[src/rtl/ipg_pkg.sv]
package ipg_pkg;
    // Gap targets in bytes
    localparam int unsigned GAP_SHORT = 8;
    localparam int unsigned GAP_LONG  = 12;
    localparam int unsigned LOW_MIN   = 8;
    localparam int unsigned LOW_MAX   = 15;
endpackage

[src/rtl/ipg_target_sel.sv]
module ipg_target_sel
    import ipg_pkg::*;
#(
    parameter int GAP_W = 5,
    parameter int LOW_W = 4
) (
    input  logic             speed_10g,
    input  logic             cfg_gap_long,
    input  logic [LOW_W-1:0] cfg_gap_low,
    input  logic             cfg_unidir,
    output logic [GAP_W-1:0] target
);
    logic [GAP_W-1:0] tgt_fast;
    logic [GAP_W-1:0] tgt_slow;
    logic [GAP_W-1:0] low_ext;

    always_comb begin
        // short average is refused in unidirectional operation
        tgt_fast = (cfg_gap_long || cfg_unidir) ? GAP_W'(GAP_LONG) : GAP_W'(GAP_SHORT);
        low_ext  = GAP_W'(cfg_gap_low);
        tgt_slow = (low_ext < GAP_W'(LOW_MIN)) ? GAP_W'(LOW_MIN) : low_ext;
        target   = speed_10g ? tgt_fast : tgt_slow;
    end
endmodule

[src/rtl/ipg_deficit.sv]
module ipg_deficit #(
    parameter int ALIGN      = 4,   // lane group, power of two
    parameter int LANE_BYTES = 8,
    parameter int GAP_W      = 5,
    parameter int BYTES_W    = 4
) (
    input  logic               clk,
    input  logic               rst_n,
    input  logic               eof_valid,
    input  logic [BYTES_W-1:0] eof_bytes,
    input  logic               speed_10g,
    input  logic [GAP_W-1:0]   target,
    output logic [GAP_W-1:0]   gap
);
    localparam int DIC_W = $clog2(ALIGN);
    localparam int SUM_W = DIC_W + 1;

    typedef struct packed {
        logic [DIC_W-1:0] dic;
    } dic_state_t;

    dic_state_t       st_d, st_q;
    logic [DIC_W-1:0] short_b;
    logic [SUM_W-1:0] sum;

    always_comb begin
        st_d    = st_q;
        gap     = target;
        short_b = eof_bytes[DIC_W-1:0];
        sum     = {1'b0, st_q.dic} + {1'b0, short_b};
        if (!speed_10g) begin
            st_d.dic = '0;
        end else if (sum <= SUM_W'(ALIGN - 1)) begin
            // round down to the boundary, remember the shortfall
            gap = target - GAP_W'(short_b);
            if (eof_valid) st_d.dic = sum[DIC_W-1:0];
        end else begin
            // deficit would overflow: stretch to next boundary
            gap = target - GAP_W'(short_b) + GAP_W'(ALIGN);
            if (eof_valid) st_d.dic = DIC_W'(sum - SUM_W'(ALIGN));
        end
    end

    always_ff @(posedge clk or negedge rst_n) begin
        if (!rst_n) st_q <= '0;
        else        st_q <= st_d;
    end

    // next start lands on a lane boundary
    a_r4_lane_boundary: assert property (@(posedge clk) disable iff (!rst_n)
        (eof_valid && speed_10g) |-> (((int'(gap) + int'(eof_bytes)) % ALIGN) == 0));

    // single gap within target +/- (ALIGN-1)
    a_r5_gap_window: assert property (@(posedge clk) disable iff (!rst_n)
        (eof_valid && speed_10g) |->
            ((int'(gap) + ALIGN - 1 >= int'(target)) && (int'(gap) <= int'(target) + ALIGN - 1)));

    // deficit dropped in lower-speed mode
    a_r7_deficit_clear: assert property (@(posedge clk) disable iff (!rst_n)
        !speed_10g |=> (st_q.dic == '0));
endmodule

[src/rtl/ipg_hold_timer.sv]
module ipg_hold_timer #(
    parameter int LANE_BYTES = 8,
    parameter int GAP_W      = 5,
    parameter int BYTES_W    = 4
) (
    input  logic               clk,
    input  logic               rst_n,
    input  logic               eof_valid,
    input  logic [BYTES_W-1:0] eof_bytes,
    input  logic               speed_10g,
    input  logic [GAP_W-1:0]   gap,
    output logic               hold,
    output logic [GAP_W-1:0]   idle_bytes
);
    typedef struct packed {
        logic [GAP_W-1:0] rem;
        logic [GAP_W-1:0] idle;
    } tmr_state_t;

    tmr_state_t       st_d, st_q;
    logic [GAP_W-1:0] trail;
    logic [GAP_W-1:0] step;

    always_comb begin
        st_d  = st_q;
        // unused lanes of the last word already count as idle
        trail = speed_10g ? GAP_W'(LANE_BYTES) - GAP_W'(eof_bytes) : '0;
        step  = speed_10g ? GAP_W'(LANE_BYTES) : GAP_W'(1);
        if (eof_valid) begin
            st_d.idle = gap;
            st_d.rem  = (gap > trail) ? gap - trail : '0;
        end else begin
            st_d.rem  = (st_q.rem > step) ? st_q.rem - step : '0;
        end
    end

    always_ff @(posedge clk or negedge rst_n) begin
        if (!rst_n) st_q <= '0;
        else        st_q <= st_d;
    end

    assign hold       = (st_q.rem != '0);
    assign idle_bytes = st_q.idle;

    // input rule - no frame end while stalled
    a_r8_no_eof_in_hold: assert property (@(posedge clk) disable iff (!rst_n)
        hold |-> !eof_valid);

    // full last word with a nonzero gap always stalls
    a_r8_hold_after_full: assert property (@(posedge clk) disable iff (!rst_n)
        (eof_valid && speed_10g && (int'(eof_bytes) == LANE_BYTES) && (gap != '0)) |=> hold);

    // reported gap only changes on a frame end
    a_r9_idle_stable: assert property (@(posedge clk) disable iff (!rst_n)
        !eof_valid |=> $stable(idle_bytes));

    // lower-speed gaps stay in 8..15
    a_r6_low_range: assert property (@(posedge clk) disable iff (!rst_n)
        (eof_valid && !speed_10g) |=> (idle_bytes >= GAP_W'(8) && idle_bytes <= GAP_W'(15)));
endmodule

[src/rtl/ipg_avg_ctrl.sv]
module ipg_avg_ctrl
    import ipg_pkg::*;
#(
    parameter int LANE_BYTES = 8,
    parameter int ALIGN      = 4,
    parameter int GAP_W      = 5,
    parameter int LOW_W      = 4,
    localparam int BYTES_W   = $clog2(LANE_BYTES + 1)
) (
    input  logic               clk,
    input  logic               rst_n,
    input  logic               eof_valid,
    input  logic [BYTES_W-1:0] eof_bytes,
    input  logic               speed_10g,
    input  logic               cfg_gap_long,
    input  logic [LOW_W-1:0]   cfg_gap_low,
    input  logic               cfg_unidir,
    output logic               hold,
    output logic [GAP_W-1:0]   idle_bytes
);
    logic [GAP_W-1:0] target;
    logic [GAP_W-1:0] gap;

    ipg_target_sel #(.GAP_W(GAP_W), .LOW_W(LOW_W)) u_tgt (
        .speed_10g    (speed_10g),
        .cfg_gap_long (cfg_gap_long),
        .cfg_gap_low  (cfg_gap_low),
        .cfg_unidir   (cfg_unidir),
        .target       (target)
    );

    ipg_deficit #(
        .ALIGN(ALIGN), .LANE_BYTES(LANE_BYTES), .GAP_W(GAP_W), .BYTES_W(BYTES_W)
    ) u_dic (
        .clk       (clk),
        .rst_n     (rst_n),
        .eof_valid (eof_valid),
        .eof_bytes (eof_bytes),
        .speed_10g (speed_10g),
        .target    (target),
        .gap       (gap)
    );

    ipg_hold_timer #(
        .LANE_BYTES(LANE_BYTES), .GAP_W(GAP_W), .BYTES_W(BYTES_W)
    ) u_tmr (
        .clk        (clk),
        .rst_n      (rst_n),
        .eof_valid  (eof_valid),
        .eof_bytes  (eof_bytes),
        .speed_10g  (speed_10g),
        .gap        (gap),
        .hold       (hold),
        .idle_bytes (idle_bytes)
    );

    // unidirectional forces the long target at 10G
    a_r3_unidir_long: assert property (@(posedge clk) disable iff (!rst_n)
        (cfg_unidir && speed_10g) |-> (target == GAP_W'(GAP_LONG)));

    // 10G target is one of the two legal averages
    a_r2_fast_target: assert property (@(posedge clk) disable iff (!rst_n)
        speed_10g |-> (target == GAP_W'(GAP_LONG) || target == GAP_W'(GAP_SHORT)));

    // nothing stalled right after reset
    a_r1_reset_idle: assert property (@(posedge clk) disable iff (!rst_n)
        $rose(rst_n) |-> !hold);
endmodule

[config.mk]
export PLATFORM = sky130hd
export DESIGN_NAME = ipg_avg_ctrl
export DESIGN_NICKNAME = d
export VERILOG_FILES = /design/src/rtl/ipg_pkg.sv /design/src/rtl/ipg_target_sel.sv /design/src/rtl/ipg_deficit.sv /design/src/rtl/ipg_hold_timer.sv /design/src/rtl/ipg_avg_ctrl.sv
export SDC_FILE = /design/constraint.sdc
export NUM_CORES = 1
export LEC_CHECK = 0
export BUFFER_PORTS_ARGS = -buffer_cell sky130_fd_sc_hd__buf_4
export CELL_PAD_IN_SITES_DETAIL_PLACEMENT = 1
export CELL_PAD_IN_SITES_GLOBAL_PLACEMENT = 2
export CORE_MARGIN = 2
export CORE_UTILIZATION = 29
export CTS_CLUSTER_DIAMETER = 60
export DETAILED_ROUTE_END_ITERATION = 6
export HOLD_SLACK_MARGIN = 0.02
export PLACE_DENSITY = 0.69
export REMOVE_ABC_BUFFERS = 1
export SLEW_MARGIN = 20
export SYNTH_ARGS = -nofsm -noshare
export SYNTH_HDL_FRONTEND = slang
export SYNTH_SLANG_ARGS = --single-unit
export TNS_END_PERCENT = 50
[constraint.sdc]
create_clock -name clk -period 2.57 [get_ports clk]
set_input_delay 0.514 -clock clk [delete_from_list [all_inputs] [get_ports clk]]
set_output_delay 0.514 -clock clk [all_outputs]
set_load 0.03 [all_outputs]
==> results of run 1 <==
power breakdown:
part           leakage [uW]  switching (uW)  internal, uW
logic              0.000602             288           274
registers          0.000151            29.7           235
clock network     0.0000210            65.8          86.3
total              0.000774             384           595
cell usage in the layout, fill, tap and decap left out, types with 3 or more instances in the layout:
master | Yosys | routed
nand2b_1 | 3 | 3
o21ai_0 | 5 | 3
buf_4 | 5 | 50
nor2_1 | 9 | 9
o22ai_2 | 0 | 3
a21oi_1 | 5 | 5
xnor2_1 | 5 | 5
clkbuf_4 | 0 | 3
inv_1 | 11 | 8
xor2_1 | 4 | 4
dfrtp_1 | 12 | 12
ha_1 | 12 | 11
nand2_1 | 5 | 5
Yosys cell counts:
master	instances	area, sq um
a31oi_1	2	12.5
inv_2	1	3.75
o21a_1	1	7.51
mux2_2	2	22.5
xnor2_1	5	43.8
buf_4	5	37.5
inv_1	11	41.3
nor2b_1	2	12.5
and3_1	3	18.8
a21oi_1	5	25.0
xor2_1	4	35.0
mux2i_1	2	20.0
nand3_1	2	10.0
o22ai_1	5	31.3
clkbuf_1	1	3.75
a2111oi_2	1	15.0
o21bai_1	1	7.51
a31o_1	1	8.76
nand2b_1	3	18.8
mux2_4	1	15.0
o21ai_0	5	25.0
nor3_1	2	10.0
a21boi_0	1	7.51
o21ai_1	2	10.0
nor2_1	9	33.8
nand3b_1	1	7.51
ha_1	12	150
a211o_1	1	8.76
nand2_1	5	18.8
dfrtp_1	12	300
o31ai_1	1	7.51
fa_1	3	60.1
a21o_1	1	7.51
cell families after synthesis:
kind of cell / synth area share (%)
adder cells (fa/ha/maj): 20.3
multiplexers: 5.55
XOR/XNOR: 7.60
AND/OR/NAND/NOR: 12.5
flip-flops: 29.0
AO/OA/AOI/OAI: 16.8
buffers and inverters: 8.32
what timing repair did:
item                       in CTS  in global routing
pin swaps                       4                 13
resized for setup               7                 16
setup endpoints to repair       5                  5
setup buffers                   2                  0
gates cloned                    0                  0
worst max path at each step:
stage | start | endpoint | cells after the start
2_1_floorplan | speed_10g | u_tmr.st_q[5] | 12
6_report | speed_10g | u_tmr.st_q[8] | 13
3_3_place_gp | speed_10g | u_tmr.st_q[7] | 14
5_1_grt | speed_10g | u_tmr.st_q[8] | 13
3_5_place_dp | speed_10g | u_tmr.st_q[7] | 14
4_1_cts | speed_10g | u_tmr.st_q[7] | 15
layout make-up:
type                    count  area (sq um)
clock buffers               4          36.3
repair buffers             51           390
inverters                  12          50.0
flip-flops and latches     12           300
multi-input cells          83           728
well taps                  46          57.6
fillers                   396          1830
worst max-delay path: cells and delay by family:
kind,cells,cell delay [ns]
adder cells (fa/ha/maj),3,1.01
AO/OA/AOI/OAI,4,0.81
AND/OR/NAND/NOR,2,0.30
buffers and inverters,3,0.19
XOR/XNOR,1,0.18
per-stage QoR:
stage	utilization [%]	std cells	power [uW]	TNS [ns]
finish	46.1	208	979	-1.19
floorplan	-	107	577	-2.55
global placement	42.2	203	761	-3.20
CTS	44.4	209	944	-1.28
detailed placement	42.2	203	776	-4.01
global route	46.1	208	1060	-1.78
registers in the layout (all words and copies together), names as in the netlist:
name              cells
u_tmr.st_q            5
u_tmr.idle_bytes      5
u_dic.st_q            2
routing by layer:
metal / part of all wire (%) / global-route usage (%) / vias up
li1: - / - / 488
met1: 41 / 17.7 / 477
met2: 55 / 27.0 / 18
met3: 2.3 / 1.23 / 5
met4: 2.0 / 9.24 / 0
met5: 0 / 0 / -
==> summary.md, run 1 <==
| Metric | Value |
|---|---|
| Starting Density | 30.6% |
| Max IR drop VDD | 0.190 mV |
| Core area | 0.00339 sq mm |
| Gr ovfl total | 0 |
| Num CTS Buffers | 3 |
| Share of cells above drive strength 1 | 45.7% |
| Max stage delay on crit path | 0.39 ns |
| WL/cell | 14.3 microns |
| CP endpoint kind | register |
| Synth unique cells | 33 |
| IO Pins | 20 |
| Max_slew headroom | 66.8% |
| Worst-path cell chain | buf_8, inv_4, and3_4, inv_4, fa_2, xor2_1, ha_1, nor2b_1, o21ai_1, ha_1, a21boi_4, o31ai_4, o22ai_1 |
| Cells on worst reg2reg path | 9 |
| Layout Area Growth over Synthesis | 50.7% |
| Setup-failing EPs final | 5 |
| Number of global-route vias before repair | 1060 |
| Yosys warnings | 0 |
| Fin. Hold Viols | 0 |
| # rows | 21 |
| Max-Cap Viols | 0 |
| Port buffer count | 19 |
| GP Congestion | 0.888 |
| DRC violations left | 0 |
| Clock-pin slew on the worst setup and hold paths | 0.07 ns |
| WL final | 2.98 mm |
| Root Buffer | clkbuf_4 |
| Pre-Repair DR Iteration Count | 2 |
| Setup Skew | between 0.0003 and 0.0004 ns |
| Total track usage | 15.2% |
| Pre-CTS setup slack | -0.807 ns |
| CP arrival | roughly 3.0 ns |
| First-pass GRT wire length | 4.69 mm |
| CTS Hold Bufs | 0 |
| Post-synthesis cell count | between 100 and 150 |
| H-Tree Level Count | 1 |
| Max Clk Rate | 350 MHz |
| Synth Cell Area | 0.00104 sq mm |
| Placed Area | 0.00143 sq mm |
| Failing checks | negative setup slack |
| Slew @ Worst Pin | 0.497 ns |
| Sequential fraction of the synthesis area | 29.0% |
| ANT cells | 0 |
| Minimum clock period | 2.86 ns |
| Final Slew Violations | 0 |
| Syn Area/Cell | 9.18 sq um |
| Leakage power | 0.000774 uW |
| Hold Slack | roughly 0.054 ns |
| Pwr Density | 627 mW/mm^2 |
| CTS tree | built |
| Die area | 0.00407 sq mm |
| Routed vias/inst | 4.75 |
| Chip width | 63.8 microns |
| Critical path class | primary input to register |
| Chip height | 63.8 microns |
| Worst EP required | 2.71 ns |
| R2R setup slack | -0.22 ns |
| Clock Sinks | 12 |
| Crit path max fanout | 5 |
| Initial antenna violation count | 0 |
| HPWL Detailed | 2.37 mm |
| Initial DRC count | 27 |
| Synth Register Bits | 12 |
| Critical R2R Capture | u_tmr.st_q[8] |
| DRT antenna net count | 0 |
| Worst-Skew Late Latency | about 0.28 ns |
| Setup crit start kind | primary input |
| Slowest cell on crit path | o31ai_4 |
| Largest net degree at the start of global routing | 13 |
| DR vias | 988 |
| Tcrit/Tclk final | 111% |
| Unrepaired setup endpoints after global routing | yes |
| Worst setup margin | -0.285 ns |
| Max Buffers Root-to-Sink | 2 |
| Critical R2R Launch | u_dic.st_q[0] |
| Final net count | 192 |
| HP Class | primary input to async pin |
| Outcome | finished with violations |
| Fin area | 0.00156 sq mm |
Note: power is estimated with default switching activity, not from simulation.
==> run 2, diff against run 1 <==
--- a/config.mk
+++ b/config.mk
@@ -7,13 +7,13 @@
 export LEC_CHECK = 0
 export BUFFER_PORTS_ARGS = -buffer_cell sky130_fd_sc_hd__buf_4
 export CELL_PAD_IN_SITES_DETAIL_PLACEMENT = 1
-export CELL_PAD_IN_SITES_GLOBAL_PLACEMENT = 2
+export CELL_PAD_IN_SITES_GLOBAL_PLACEMENT = 1
 export CORE_MARGIN = 2
-export CORE_UTILIZATION = 29
+export CORE_UTILIZATION = 37
 export CTS_CLUSTER_DIAMETER = 60
 export DETAILED_ROUTE_END_ITERATION = 6
 export HOLD_SLACK_MARGIN = 0.02
-export PLACE_DENSITY = 0.69
+export PLACE_DENSITY = 0.71
 export REMOVE_ABC_BUFFERS = 1
 export SLEW_MARGIN = 20
 export SYNTH_ARGS = -nofsm -noshare
==> run 2 against run 1 <==
Compared with the run above:
- the flow still finishes with violations (negative setup slack)
- critical endpoint unchanged
- via count decreased by 1.4%
- die area decreased by 20%
- clock power increased by 3%
- worst setup slack improved by 0.051 ns
- fmax increased by 1.8%
- clock skew increased by 0.0032 ns
==> summary.md, run 2 (same netlist as run 1, synthesis figures left out) <==
| Metric | Value |
|---|---|
| Post-Layout Cell Count | 187 (-10%) |
| Worst-Skew Late Latency | 0.28 ns (about the same) |
| Initial antenna violation count | 0 (unchanged) |
| Tcrit/Tclk final | 109% (-2.0 points) |
| Setup-failing EPs final | 5 (unchanged) |
| GP Congestion | 0.848 (-4.5%) |
| CTS tree | built |
| Gr ovfl total | 0 (unchanged) |
| Number of global-route vias before repair | 1042 (-1.7%) |
| Unrepaired setup endpoints after global routing | yes |
| Max stage delay on crit path | 0.38 ns (about the same) |
| DR top layer | met4 |
| Max Buffers Root-to-Sink | 2 (unchanged) |
| HPWL Detailed | 2.40 mm (+1.5%) |
| Worst Path Buf+Inv | 3 (unchanged) |
| DR vias | 974 (-1.4%) |
| Switching Share | 40.6% (+1.4 points) |
| Clk pwr share | 15.9% (+0.4 points) |
| HP Class | primary input to async pin |
| Setup tns final | -0.961 ns (+0.225 ns) |
| Core area | 0.00271 sq mm (-20%) |
| Starting Density | 38.3% (+7.7 points) |
| Chip height | 56.9 microns (-11%) |
| Largest net degree at the start of global routing | 13 (unchanged) |
| Max-Cap Viols | 0 (unchanged) |
| Met3 WL | 64 microns (-7.2%) |
| Setup crit start kind | primary input |
| IO Pins | 20 (unchanged) |
| Slowest cell on crit path | fa_2 |
| Crit path max fanout | 5 (unchanged) |
| Largest registers | u_tmr.idle_bytes: 5 flops, u_tmr.st_q: 5 flops, u_dic.st_q: 2 flops |
| DRC violations left | 0 (unchanged) |
| Pre-Repair DR Iteration Count | 4 (+2) |
| Max Clk Rate | 357 MHz (+1.8%) |
| Leakage power | 0.000745 uW (-3.8%) |
| Worst setup margin | -0.235 ns (+0.0505 ns) |
| Setup Skew | 0.00360 ns (+0.00321 ns) |
| Initial DRC count | 8 (-70%) |
| Num CTS Buffers | 3 (unchanged) |
| Total track usage | 18.2% (+3.0 points) |
| ANT cells | 0 (unchanged) |
| Routed vias/inst | 5.21 (+9.7%) |
| Failing checks | negative setup slack |
| Total power | 989 uW (+1.0%) |
| Root Buffer | clkbuf_4 |
| CP arrival | 2.95 ns (-0.05 ns) |
| WL/cell | 15.8 microns (+10%) |
| Minimum clock period | 2.80 ns (-0.0505 ns) |
| Flop pwr share | 26.9% (about the same) |
| DRT antenna net count | 0 (unchanged) |
| Pwr Density | 652 mW/mm^2 (+4.1%) |
| CP endpoint kind | register |
| Share of cells above drive strength 1 | 44.9% (-0.81 points) |
| Clock-pin slew on the worst setup and hold paths | 0.08 ns (about the same) |
| Sw Pwr | 402 uW (+4.7%) |
| Port buffer count | 19 (unchanged) |
| Max_slew headroom | 69.2% (+2.3 points) |
| First-pass GRT wire length | 4.58 mm (-2.4%) |
| WL final | 2.95 mm (-0.81%) |
| # rows | 19 (-9.5%) |
| Met2 wire len | 1.70 mm (+3.4%) |
| Max IR drop VDD | 0.568 mV (+200%) |
| Critical path class | primary input to register |
| Clock Sinks | 12 (unchanged) |
| Combinational power share | 57.2% (-0.3 points) |
| Worst EP required | 2.71 ns (about the same) |
| Pint | 587 uW (-1.4%) |
| Outcome | finished with violations |
| Worst-path cell chain | buf_6, inv_4, and3_4, inv_4, fa_2, xor2_2, ha_1, nor2b_1, o21ai_1, ha_1, a21boi_4, o31ai_4, o22ai_1 |
| Die area | 0.00324 sq mm (-20%) |
| Hold Slack | 0.0541 ns (-0.0000489 ns) |
| Chip width | 56.9 microns (-11%) |
| Slew @ Worst Pin | 0.462 ns (-0.0350 ns) |
| Layout Area Growth over Synthesis | 46.2% |
| WL met1 | 1.14 mm (-5.5%) |
| Cell family with most CP delay | adder cells |
| Final Slew Violations | 0 (unchanged) |
| Final net count | 186 (-3.1%) |
| H-Tree Level Count | 1 (unchanged) |
| Commonest non-fill, non-tap cell in the layout | buf_4 |
| Placed insts | 183 (-9.9%) |
| Most frequent cells in the layout | 44 x buf_4, 12 x dfrtp_1, 11 x ha_1, 9 x nor2_1, 8 x inv_1 |
| Fin. Hold Viols | 0 (unchanged) |
==> run 2: cell count changes in the layout (fill, tap and decap cells not counted), sizes merged <==
cell | previous run | this run
buf | 51 | 45
==> run 2: power by group through the flow <==
stage | registers (uW) | clock network [uW] | logic (uW)
finish | 266 | 157 | 566
global placement | 265 | 0 | 478
floorplan | 281 | 0 | 297
global route | 270 | 163 | 617
CTS | 265 | 158 | 516
detailed placement | 269 | 0 | 500
==> run 2: timing repair <==
| action | CTS | global route |
|---|---|---|
| resized for setup | 4 | 21 |
| setup buffers | 1 | 0 |
| hold buffers | 0 | 0 |
| pin swaps | 3 | 13 |
| setup endpoints to repair | 5 | 5 |
==> run 2: final timing paths <==
| check | startpoint | endpoint | slack (ns) | depth (start not counted) |
|---|---|---|---|---|
| worst max-delay path | speed_10g | u_tmr.st_q[8] | -0.23 | 13 |
| worst min-delay path | rst_n | u_tmr.idle_bytes[0] | 0.05 | 1 |
| worst max register to register | u_dic.st_q[0] | u_tmr.st_q[8] | -0.15 | 10 |
| worst min register to register | u_tmr.idle_bytes[4] | u_tmr.idle_bytes[4] | 0.53 | 1 |
| max in group asynchronous | rst_n | u_tmr.st_q[6] | 2.36 | 1 |
| min in group clk | eof_valid | u_tmr.idle_bytes[0] | 0.52 | 2 |
==> run 2: cell type report <==
| class | count | area (sq um) |
|---|---|---|
| well taps | 31 | 38.8 |
| fillers | 319 | 1190 |
| multi-input cells | 83 | 749 |
| clock buffers | 4 | 36.3 |
| flip-flops and latches | 12 | 300 |
| inverters | 12 | 50.0 |
| repair buffers | 45 | 342 |
==> run 2: stage by stage <==
step / util, % / worst slack, ns / instance area (sq um)
after global placement: 50.6 / -0.664 / 1370
after CTS: 53.0 / -0.268 / 1440
after global routing: 56.0 / -0.347 / 1520
after detailed placement: 50.6 / -0.705 / 1370
after floorplan: - / -0.524 / 996
final: 56.0 / -0.235 / 1520
==> run 2: per-layer routing <==
metal | track usage [%] | up-vias
met5 | 0 | -
met1 | 20.8 | 476
li1 | - | 476
met2 | 35.1 | 17
met3 | 0.907 | 5
met4 | 6.98 | 0
==> run 2: worst register-to-register path, stage by stage, from the launching register on <==
cell and delay, ns:
dfrtp_1 0.40, ha_1 0.20, fa_1 0.40, xnor2_1 0.22, xnor2_1 0.14, o21ai_1 0.11
ha_1 0.38, o21ai_2 0.13, a21boi_4 0.10, o31ai_4 0.34, o22ai_1 0.16
==> run 3, diff against run 2 <==
--- a/config.mk
+++ b/config.mk
@@ -8,10 +8,11 @@
 export BUFFER_PORTS_ARGS = -buffer_cell sky130_fd_sc_hd__buf_4
 export CELL_PAD_IN_SITES_DETAIL_PLACEMENT = 1
 export CELL_PAD_IN_SITES_GLOBAL_PLACEMENT = 1
-export CORE_MARGIN = 2
+export CORE_MARGIN = 8
 export CORE_UTILIZATION = 37
 export CTS_CLUSTER_DIAMETER = 60
 export DETAILED_ROUTE_END_ITERATION = 6
+export GPL_TIMING_DRIVEN = 0
 export HOLD_SLACK_MARGIN = 0.02
 export PLACE_DENSITY = 0.71
 export REMOVE_ABC_BUFFERS = 1
==> run 3 against run 2 <==
Compared with the run above:
- the run still ends with negative setup slack left
- worst hold slack gained 0.0098 ns
- register-to-register slack gained 0.12 ns
- fmax down 0.53%
- die area increased by 47%
- clock power down 5%
- clock-buffer cell count is the same
- flip-flop and latch count stayed put
- critical path depth up 4
- first-iteration DRC count increased to 3.0 times the previous value
- via count shrank 5.2%
- total power fell by 3.7%
- non-clock buffer count fell by 14
- largest power group unchanged
- highest routed layer unchanged
==> summary.md, run 3 (same netlist as run 1, synthesis figures left out) <==
| Metric | Value |
|---|---|
| Worst setup margin | -0.250 ns (-0.0151 ns) |
| Minimum clock period | 2.82 ns (+0.0151 ns) |
| IO Pins | 20 (unchanged) |
| Leakage power | 0.000689 uW (-7.5%) |
| Setup crit end | u_tmr.idle_bytes[3] |
| DR vias | 923 (-5.2%) |
| Setup-failing EPs final | 6 (+1) |
| Die area | 0.00475 sq mm (+47%) |
| ANT cells | 0 (unchanged) |
| CTS Hold Bufs | 0 (unchanged) |
| Pre-Repair DR Iteration Count | 4 (unchanged) |
| First-pass GRT wire length | 4.86 mm (+6.2%) |
| Post-Layout Cell Count | 173 (-7.5%) |
| Final Slew Violations | 0 (unchanged) |
| Worst-Skew Late Latency | 0.27 ns (about the same) |
| Max_slew headroom | 73.9% (+4.7 points) |
| Worst-path cell chain | buf_12, clkinv_8, and3_4, inv_4, fa_2, xor2_1, ha_1, nor2b_1, o21ai_2, buf_4, buf_6, buf_6, buf_6, buf_6, buf_6, buf_6, mux2_4 |
| DRC violations left | 0 (unchanged) |
| R2R setup slack | -0.03 ns (+0.12 ns) |
| Gr ovfl total | 0 (unchanged) |
| Commonest non-fill, non-tap cell in the layout | buf_4 |
| Fin. Hold Viols | 0 (unchanged) |
| Routed vias/inst | 5.34 (+2.4%) |
| Max-Cap Viols | 0 (unchanged) |
| Worst EP required | 2.73 ns (+0.02 ns) |
| Core Util, Final | 53.1% (-2.9 points) |
| Most frequent cells in the layout | 24 x buf_4, 12 x ha_1, 12 x dfrtp_1, 9 x nor2_1, 8 x inv_1 |
| Unrepaired setup endpoints after global routing | yes |
| Placed insts | 157 (-14%) |
| CP endpoint kind | register |
| Slew @ Worst Pin | 0.391 ns (-0.0709 ns) |
| DRT antenna net count | 0 (unchanged) |
| Hold Slack | 0.0639 ns (+0.00979 ns) |
| Cell mode on critical path | buf_6 |
| Max stage delay on crit path | 0.38 ns (about the same) |
| Tcrit/Tclk final | 110% (+0.59 points) |
| HP Class | primary input to async pin |
| Max Clk Rate | 355 MHz (-0.53%) |
| GP Congestion | 0.832 (-1.9%) |
| Largest registers | u_tmr.idle_bytes: 5 flops, u_tmr.st_q: 5 flops, u_dic.st_q: 2 flops |
| Failing checks | negative setup slack |
| Layout Area Growth over Synthesis | 38.7% |
| Port buffer count | 19 (unchanged) |
| Share of cells above drive strength 1 | 39.4% (-5.4 points) |
| Chip height | 68.9 microns (+21%) |
| Setup crit start kind | primary input |
| Root Buffer | clkbuf_4 |
| Max Buffers Root-to-Sink | 2 (unchanged) |
| Clock-pin slew on the worst setup and hold paths | 0.08 ns (about the same) |
| Largest net degree at the start of global routing | 13 (unchanged) |
| WL final | 3.01 mm (+1.8%) |
| Num CTS Buffers | 3 (unchanged) |
| Cells on worst reg2reg path | 10 (unchanged) |
| Pre-CTS setup slack | -1.22 ns (-0.511 ns) |
| Start point of the critical path | speed_10g |
| Initial antenna violation count | 0 (unchanged) |
| Clock Sinks | 12 (unchanged) |
| Starting Density | 38.3% (unchanged) |
| Max IR drop VDD | 0.465 mV (-18%) |
| Slowest cell on crit path | fa_2 |
| H-Tree Level Count | 1 (unchanged) |
| Critical R2R Launch | u_dic.st_q[0] |
| # rows | 19 (unchanged) |
| Critical path class | primary input to register |
| Initial DRC count | 24 (+16) |
| WL/cell | 17.4 microns (+10%) |
| Pwr Density | 662 mW/mm^2 (+1.5%) |
| CP arrival | 2.98 ns (+0.03 ns) |
| HPWL Detailed | 2.25 mm (-6.4%) |
| Core area | 0.00271 sq mm (unchanged) |
| Filler Cell Count | 328 (+2.8%) |
| Number of global-route vias before repair | 1056 (+1.3%) |
| CTS tree | built |
| Total track usage | 13.4% (-4.8 points) |
| Crit path max fanout | 6 (+1) |
| Final net count | 172 (-7.5%) |
| Setup Skew | 0.00748 ns (+0.00388 ns) |
| Outcome | finished with violations |
| Critical R2R Capture | u_tmr.st_q[8] |
| Chip width | 68.9 microns (+21%) |
-- run 3: cell type report --
cell class | instances | area [sq um] | area share [%]
inverter | 12 | 62.6 | 4.35
clock buffer | 4 | 36.3 | 2.52
multi-input combinational | 83 | 733 | 51.0
tap | 31 | 38.8 | 2.70
sequential | 12 | 300 | 20.9
timing repair buffer | 31 | 268 | 18.6
-- run 3: worst min-delay path by stage --
stage,startpoint,endpoint,slack [ns],depth (start not counted)
after CTS,rst_n,u_tmr.idle_bytes[1],0.06,1
after global placement,rst_n,u_tmr.idle_bytes[2],0.36,1
after detailed placement,rst_n,u_tmr.idle_bytes[1],0.36,1
after global routing,rst_n,u_tmr.idle_bytes[1],0.06,1
final,rst_n,u_tmr.idle_bytes[1],0.06,1
after floorplan,rst_n,u_dic.st_q[0],0.22,0
-- run 3: worst max-delay path, delay by kind of cell --
family,cells,cell delay [ns]
AOI/OAI and AO/OA,1,0.09
xor gates and xnor gates,1,0.18
adders and majority gates,2,0.69
buffers and inverters,10,0.93
muxes,1,0.24
and+or+nand+nor,2,0.33
-- run 3: power breakdown --
part	internal (uW)	switching (uW)
clock	86.0	62.8
sequential	235	32.3
combinational	251	285
-- run 3: what timing repair did --
action | 4_1_cts | 5_1_grt
pin swaps | 9 | 11
gates resized for setup | 24 | 13
endpoints found under the setup margin | 5 | 6
setup buffers | 10 | 3
-- run 3: per-stage QoR --
stage | setup TNS (ns) | total power [uW] | instance area (sq um)
CTS | -1.35 | 909 | 1360
global placement | -5.54 | 692 | 1180
floorplan | -2.55 | 577 | 996
finish | -1.39 | 953 | 1440
global route | -1.84 | 1030 | 1440
detailed placement | -6.12 | 712 | 1180
-- run 3: metal layers --
metal / vias up / wire length [microns] / track usage (%)
met3: 4 / 75 / 1.45
met4: 0 / 42 / 5.01
met5: - / 0 / 0
met2: 21 / 1620 / 23.9
met1: 451 / 1270 / 16.1
li1: 447 / - / -
